--- src/rtl/fbg_pkg.sv ---
package fbg_pkg;
  localparam int DIV_W = 16;
  localparam logic [7:0] OFF_DIV_LO = 8'h00;
  localparam logic [7:0] OFF_DIV_HI = 8'h04;
  localparam logic [7:0] OFF_FRAC   = 8'hC0;
endpackage

--- src/rtl/fbg_regs.sv ---
module fbg_regs #(
  parameter int FRAC_W = 4,
  parameter int DATA_W = 32,
  parameter int ADDR_W = 8,
  parameter int DIV_W  = 16
) (
  input  logic              clk,
  input  logic              rst,
  input  logic              wr_en,
  input  logic              rd_en,
  input  logic [ADDR_W-1:0] addr,
  input  logic [DATA_W-1:0] wdata,
  output logic [DATA_W-1:0] rdata,
  output logic [DIV_W-1:0]  div_val,
  output logic [FRAC_W-1:0] frac_val
);
  import fbg_pkg::*;
  localparam int BYTE_W = DIV_W / 2;

  logic [BYTE_W-1:0] lo_q, hi_q;
  logic [FRAC_W-1:0] frac_q;
  logic [DATA_W-1:0] rd_mux, rdata_q;
  logic sel_lo, sel_hi, sel_frac;

  assign sel_lo   = (addr == ADDR_W'(OFF_DIV_LO));
  assign sel_hi   = (addr == ADDR_W'(OFF_DIV_HI));
  assign sel_frac = (addr == ADDR_W'(OFF_FRAC));

  always_ff @(posedge clk) begin
    if (rst) begin
      lo_q   <= '0;
      hi_q   <= '0;
      frac_q <= '0;
    end else if (wr_en) begin
      if (sel_lo)   lo_q   <= wdata[BYTE_W-1:0];
      if (sel_hi)   hi_q   <= wdata[BYTE_W-1:0];
      if (sel_frac) frac_q <= wdata[FRAC_W-1:0];
    end
  end

  always_comb begin
    rd_mux = '0;
    if (sel_lo)   rd_mux[BYTE_W-1:0] = lo_q;
    if (sel_hi)   rd_mux[BYTE_W-1:0] = hi_q;
    if (sel_frac) rd_mux[FRAC_W-1:0] = frac_q;
  end

  always_ff @(posedge clk) begin
    if (rst)        rdata_q <= '0;
    else if (rd_en) rdata_q <= rd_mux;
  end

  assign rdata    = rdata_q;
  assign div_val  = {hi_q, lo_q};
  assign frac_val = frac_q;
endmodule

--- src/rtl/fbg_frac_acc.sv ---
module fbg_frac_acc #(
  parameter int FRAC_W = 4
) (
  input  logic              clk,
  input  logic              rst,
  input  logic              step,
  input  logic              to_zero,
  input  logic [FRAC_W-1:0] frac_in,
  output logic              carry
);
  logic [FRAC_W-1:0] acc_q;
  logic [FRAC_W:0]   sum;

  assign sum   = {1'b0, acc_q} + {1'b0, frac_in};
  assign carry = sum[FRAC_W];

  always_ff @(posedge clk) begin
    if (rst)       acc_q <= '0;
    else if (step) acc_q <= to_zero ? '0 : sum[FRAC_W-1:0];
  end
endmodule

--- src/rtl/fbg_tick_cnt.sv ---
module fbg_tick_cnt #(
  parameter int DIV_W = 16
) (
  input  logic             clk,
  input  logic             rst,
  input  logic             run,
  input  logic             load,
  input  logic [DIV_W-1:0] lim_in,
  output logic             wrap,
  output logic             tick,
  output logic [DIV_W-1:0] cnt,
  output logic [DIV_W-1:0] lim
);
  logic [DIV_W-1:0] cnt_q, lim_q;
  logic             tick_q;

  assign wrap = run && (cnt_q == lim_q);

  always_ff @(posedge clk) begin
    if (rst) begin
      cnt_q  <= '0;
      lim_q  <= '0;
      tick_q <= 1'b0;
    end else begin
      tick_q <= wrap;
      if (load) begin
        cnt_q <= '0;
        lim_q <= lim_in;
      end else if (run) begin
        cnt_q <= cnt_q + 1'b1;
      end
    end
  end

  assign tick = tick_q;
  assign cnt  = cnt_q;
  assign lim  = lim_q;
endmodule

--- src/rtl/frac_baud_gen.sv ---
module frac_baud_gen #(
  parameter int FRAC_W = 4,
  parameter int DATA_W = 32,
  parameter int ADDR_W = 8
) (
  input  logic              clk,
  input  logic              rst,
  input  logic              wr_en,
  input  logic              rd_en,
  input  logic [ADDR_W-1:0] addr,
  input  logic [DATA_W-1:0] wdata,
  output logic [DATA_W-1:0] rdata,
  output logic              tick
);
  localparam int DIV_W = fbg_pkg::DIV_W;

  logic [DIV_W-1:0]  div_val, lim_next, cnt_w, lim_w;
  logic [FRAC_W-1:0] frac_val;
  logic run_q, div_nz, start, wrap, advance, carry;

  fbg_regs #(.FRAC_W(FRAC_W), .DATA_W(DATA_W), .ADDR_W(ADDR_W), .DIV_W(DIV_W)) u_regs (
    .clk(clk), .rst(rst), .wr_en(wr_en), .rd_en(rd_en), .addr(addr),
    .wdata(wdata), .rdata(rdata), .div_val(div_val), .frac_val(frac_val)
  );

  assign div_nz  = |div_val;
  assign start   = !run_q && div_nz;
  assign advance = start || wrap;

  fbg_frac_acc #(.FRAC_W(FRAC_W)) u_acc (
    .clk(clk), .rst(rst), .step(advance), .to_zero(!div_nz),
    .frac_in(frac_val), .carry(carry)
  );

  assign lim_next = div_nz ? (div_val - 1'b1 + DIV_W'(carry)) : '0;

  fbg_tick_cnt #(.DIV_W(DIV_W)) u_cnt (
    .clk(clk), .rst(rst), .run(run_q), .load(advance), .lim_in(lim_next),
    .wrap(wrap), .tick(tick), .cnt(cnt_w), .lim(lim_w)
  );

  always_ff @(posedge clk) begin
    if (rst)          run_q <= 1'b0;
    else if (advance) run_q <= div_nz;
  end
endmodule

--- config.mk ---
export PLATFORM = sky130hd
export DESIGN_NAME = frac_baud_gen
export DESIGN_NICKNAME = d
export VERILOG_FILES = /design/src/rtl/fbg_pkg.sv /design/src/rtl/fbg_regs.sv /design/src/rtl/fbg_frac_acc.sv /design/src/rtl/fbg_tick_cnt.sv /design/src/rtl/frac_baud_gen.sv
export SDC_FILE = /design/constraint.sdc
export NUM_CORES = 1
export LEC_CHECK = 0
export ABC_AREA = 1
export BUFFER_PORTS_ARGS = -buffer_cell sky130_fd_sc_hd__buf_2
export CELL_PAD_IN_SITES_DETAIL_PLACEMENT = 1
export CELL_PAD_IN_SITES_GLOBAL_PLACEMENT = 1
export CORE_MARGIN = 3
export CORE_UTILIZATION = 39
export CTS_BUF_LIST = sky130_fd_sc_hd__clkbuf_8
export CTS_CLUSTER_DIAMETER = 40
export DETAILED_ROUTE_END_ITERATION = 16
export PLACE_DENSITY = 0.9
export SETUP_SLACK_MARGIN = 0.4
export SYNTH_ARGS = -nofsm -noshare
export SYNTH_HDL_FRONTEND = slang
export SYNTH_HIERARCHICAL = 1
export SYNTH_SLANG_ARGS = --single-unit
--- constraint.sdc ---
create_clock -name clk -period 3.04 [get_ports clk]
set_clock_uncertainty 0.05 [all_clocks]
set_input_delay 0 -clock clk [delete_from_list [all_inputs] [get_ports clk]]
set_output_delay 0 -clock clk [all_outputs]
set_load 0.02 [all_outputs]
==> results.yml <==
power_and_ir_drop:
  power.density_nw_per_um2: 432
  p_leak_uw: 0.00212
  ir_worst_vdd_mv: 0.230
floorplanning:
  dieArea_um2: 11400
  die_w_um: 107
  core_area_um2: 9820
  rows: 36
  start_util_pct: 40.4
  die_h_um: 107
  ios: 77
sta:
  worst_pin_slew_ns: 0.649
  fin_tns_setup_ns: 0
  fin_crit_ns: 2.52
  fin_crit_sh_pct: 82.8
  slew_headroom_pct: 56.7
  hold_viol: 0
  setup_slack_ns: 0.522
  whs_ns: 0.0380
  fmax_ghz: 0.397
  drv_slew: 0
  setup_violations: 0
  rsz0062_at_grt: "no"
worst_hold_path:
  hold_path_depth: 3
  min-delay-start: "wr_en"
  hold_class: "in2reg"
  hold-path-endpoint: "u_regs/hi_q[7]"
critical_path:
  worstPathRequired_ns: 3.19
  reg2regPathDepth: 15
  path_class: "reg2reg"
  worstReg2RegEnd: "u_cnt/lim[10]"
  ff2ff_setup_slack_ns: 0.52
  worst_setup_path_end_kind: "flop"
  arrival_ns: 2.67
  crit_fanout: 7
  timing.rr.start: "u_regs/frac_val[0]"
  crit_path_start_kind: "flop"
synthesis:
  yosysTopAreaCell: "dfxtp_1"
  synth.avg_cell_area_um2: 6.80
  netlist.area_leader.share_pct: 33.3
  yosysSeqAreaShare_pct: 33.3
  ys_warn_count: 6
  synth_area_um2: 3970
  ys_types: 44
  ys_seq_elements: 66
  synth_area_leaders: "dfxtp_1, nand2_1, nor2_1, inv_1, nand3_1"
  syn-instance-count: 584
final_layout:
  synthToLayoutAreaGrowth_pct: 14.9
  fin_util_pct: 46.5
  nets: 679
  drive_gt1_share_pct: 17.9
  antenna_cells: 0
  num-fill-cells: 1295
clock_tree:
  cts_buffer_depth: 2
  clkLatencyLatePin_ns: 0.35
  cts_tree: "yes"
  htree_levels: 3
  cts_sinks: 66
  numCtsBuffers: 9
  cts-root-buf: "clkbuf_8"
  clkTransAtPathRegs_ns: 0.08
routing:
  drc: 0
  dr_total_vias: 3888
  vias_per_cell: 5.08
  drt-total-wl_mm: 11.9
  drtIter0Drc: 130
  antenna_left: 0
  dr.pass1.iters: 4
  wl_per_cell_um: 15.5
global_route:
  grt_pass1_vias: 4159
  grt_overflow: 0
  antenna_found_initial: 0
  grt_usage_pct: 21.7
  grt_pass1_wl_mm: 19.6
  grt_max_degree: 29
place:
  io_buffer_count: 28
  dpl_worst_slack_ns: 0.299
  place_hpwl_mm: 8.25
  place_congestion: 0.919
run_status:
  status: "finished clean"
run:
  drv_cap: 0
==> cell usage in the layout (no fill, tap or decap), drive strengths merged <==
cell	instances
or2	3
a31oi	2
clkinv	5
a31o	1
xnor2	3
fa	1
nand3	45
xor2	5
nor3b	1
nor2	120
ha	7
nor3	12
conb	24
buf	33
bufinv	2
o21bai	1
a211oi	12
clkinvlp	1
nand2	134
dlygate4sd3	9
o211ai	4
nand4	3
dfxtp	66
nor4	2
o21ai	27
clkbuf	10
a21oi	27
inv	72
==> state kept, by name, summed over array words and instances (netlist names) <==
register         flops
u_cnt/cnt           16
u_cnt/lim           16
u_regs/hi_q          8
u_regs/lo_q          8
u_regs/rdata         8
u_acc/acc_q          4
u_regs/frac_val      4
run_q                1
u_cnt/tick           1
==> cells in the mapped netlist <==
master	number
nand2_1	127
or2_0	1
clkbuf_1	3
a31oi_1	2
nor4_1	2
inv_2	3
nor2_8	3
nor2_2	12
nand2_4	4
a21oi_1	26
inv_1	68
o211ai_1	4
buf_4	24
clkinv_4	1
fa_1	1
nor3b_1	1
nand3_2	5
nand3_4	1
nand4_1	3
o21ai_1	3
nor3_2	1
a31o_2	1
o21ai_0	24
nor3_1	11
conb_1	1
or2_2	1
nor2_4	8
xnor2_1	3
buf_2	3
o21bai_1	1
clkbuf_8	1
nand2_2	3
or2_1	1
xor2_1	5
inv_4	1
dfxtp_1	66
buf_12	1
ha_1	7
nand3_1	39
a21oi_2	1
nor2_1	97
buf_1	1
clkinv_2	1
a211oi_1	12
==> cell type report <==
cell class                      count  area [µm²]  share of cell area, %
Clock buffer                       10         138                   3.02
Clock inverter                      6        90.1                   1.97
Inverter                           74         287                   6.28
Multi-Input combinational cell    434        2290                   50.2
Sequential cell                    66        1320                   29.0
Tap cell                          133         166                   3.65
Timing Repair Buffer               42         268                   5.87
==> power breakdown <==
group | internal [µW] | total, µW | switching, µW
Sequential | 882 | 893 | 11.1
Combinational | 64.7 | 214 | 149
Clock | 486 | 863 | 377
Total | 1430 | 1970 | 538
==> per-layer routing <==
layer	track usage [%]	wire (µm)	vias up
li1	-	-	1891
met1	24.2	4840	1869
met2	40.0	6290	99
met3	5.12	481	29
met4	7.58	251	0
met5	0	0	-
==> worst max-delay path by stage <==
| stage | startpoint | depth (start not counted) | endpoint | slack (ns) |
|---|---|---|---|---|
| after floorplan | u_regs/frac_val[0] | 16 | u_cnt/lim[14] | 0.57 |
| after global placement | u_regs/frac_val[0] | 15 | u_cnt/lim[6] | 0.40 |
| after detailed placement | u_regs/frac_val[0] | 16 | u_cnt/lim[14] | 0.30 |
| after CTS | u_acc/acc_q[0] | 14 | u_cnt/lim[10] | 0.40 |
| after global routing | u_regs/frac_val[0] | 15 | u_cnt/lim[13] | 0.36 |
| final | u_regs/frac_val[0] | 15 | u_cnt/lim[10] | 0.52 |
==> worst max-delay path, cell delays in order (launching register included) <==
cell and delay, ns:
dfxtp_2 0.34, ha_4 0.16, fa_2 0.35, nand2_2 0.09
a21oi_1 0.06, or2_2 0.28, inv_2 0.07, ha_4 0.14
ha_4 0.15, nand2_4 0.07, nor2_4 0.20, nand3_1 0.10
nand2_1 0.08, nor2_1 0.04, nor2_1 0.12, a211oi_2 0.07
==> per-stage QoR <==
step,area (µm²),total power [µW],cells
2_1_floorplan,4060,1080,607
3_3_place_gp,4130,1100,736
3_5_place_dp,4130,1110,736
4_1_cts,4490,1980,763
5_1_grt,4560,2050,765
6_report,4560,1970,765
==> repair_timing <==
item,in CTS,in global routing
endpoints found under the hold margin,24,0
setup endpoints to repair,10,11
pin swaps,7,8
hold buffers,9,0
setup buffers,2,2
gates resized for setup,9,13
==> cell families (layout without fill, tap and decap cells) <==
group                    Yosys count  in the layout  synth area share [%]
buffers and inverters            107            132                  13.4
XOR/XNOR                           8              8                  1.76
AND/OR/NAND/NOR                  320            320                  38.2
AO/OA/AOI/OAI                     74             74                  10.6
flip-flops                        66             66                  33.3
adder cells (fa/ha/maj)            8              8                  2.71
other                              1             24                0.0944
Power figures use the tool's default switching activity.
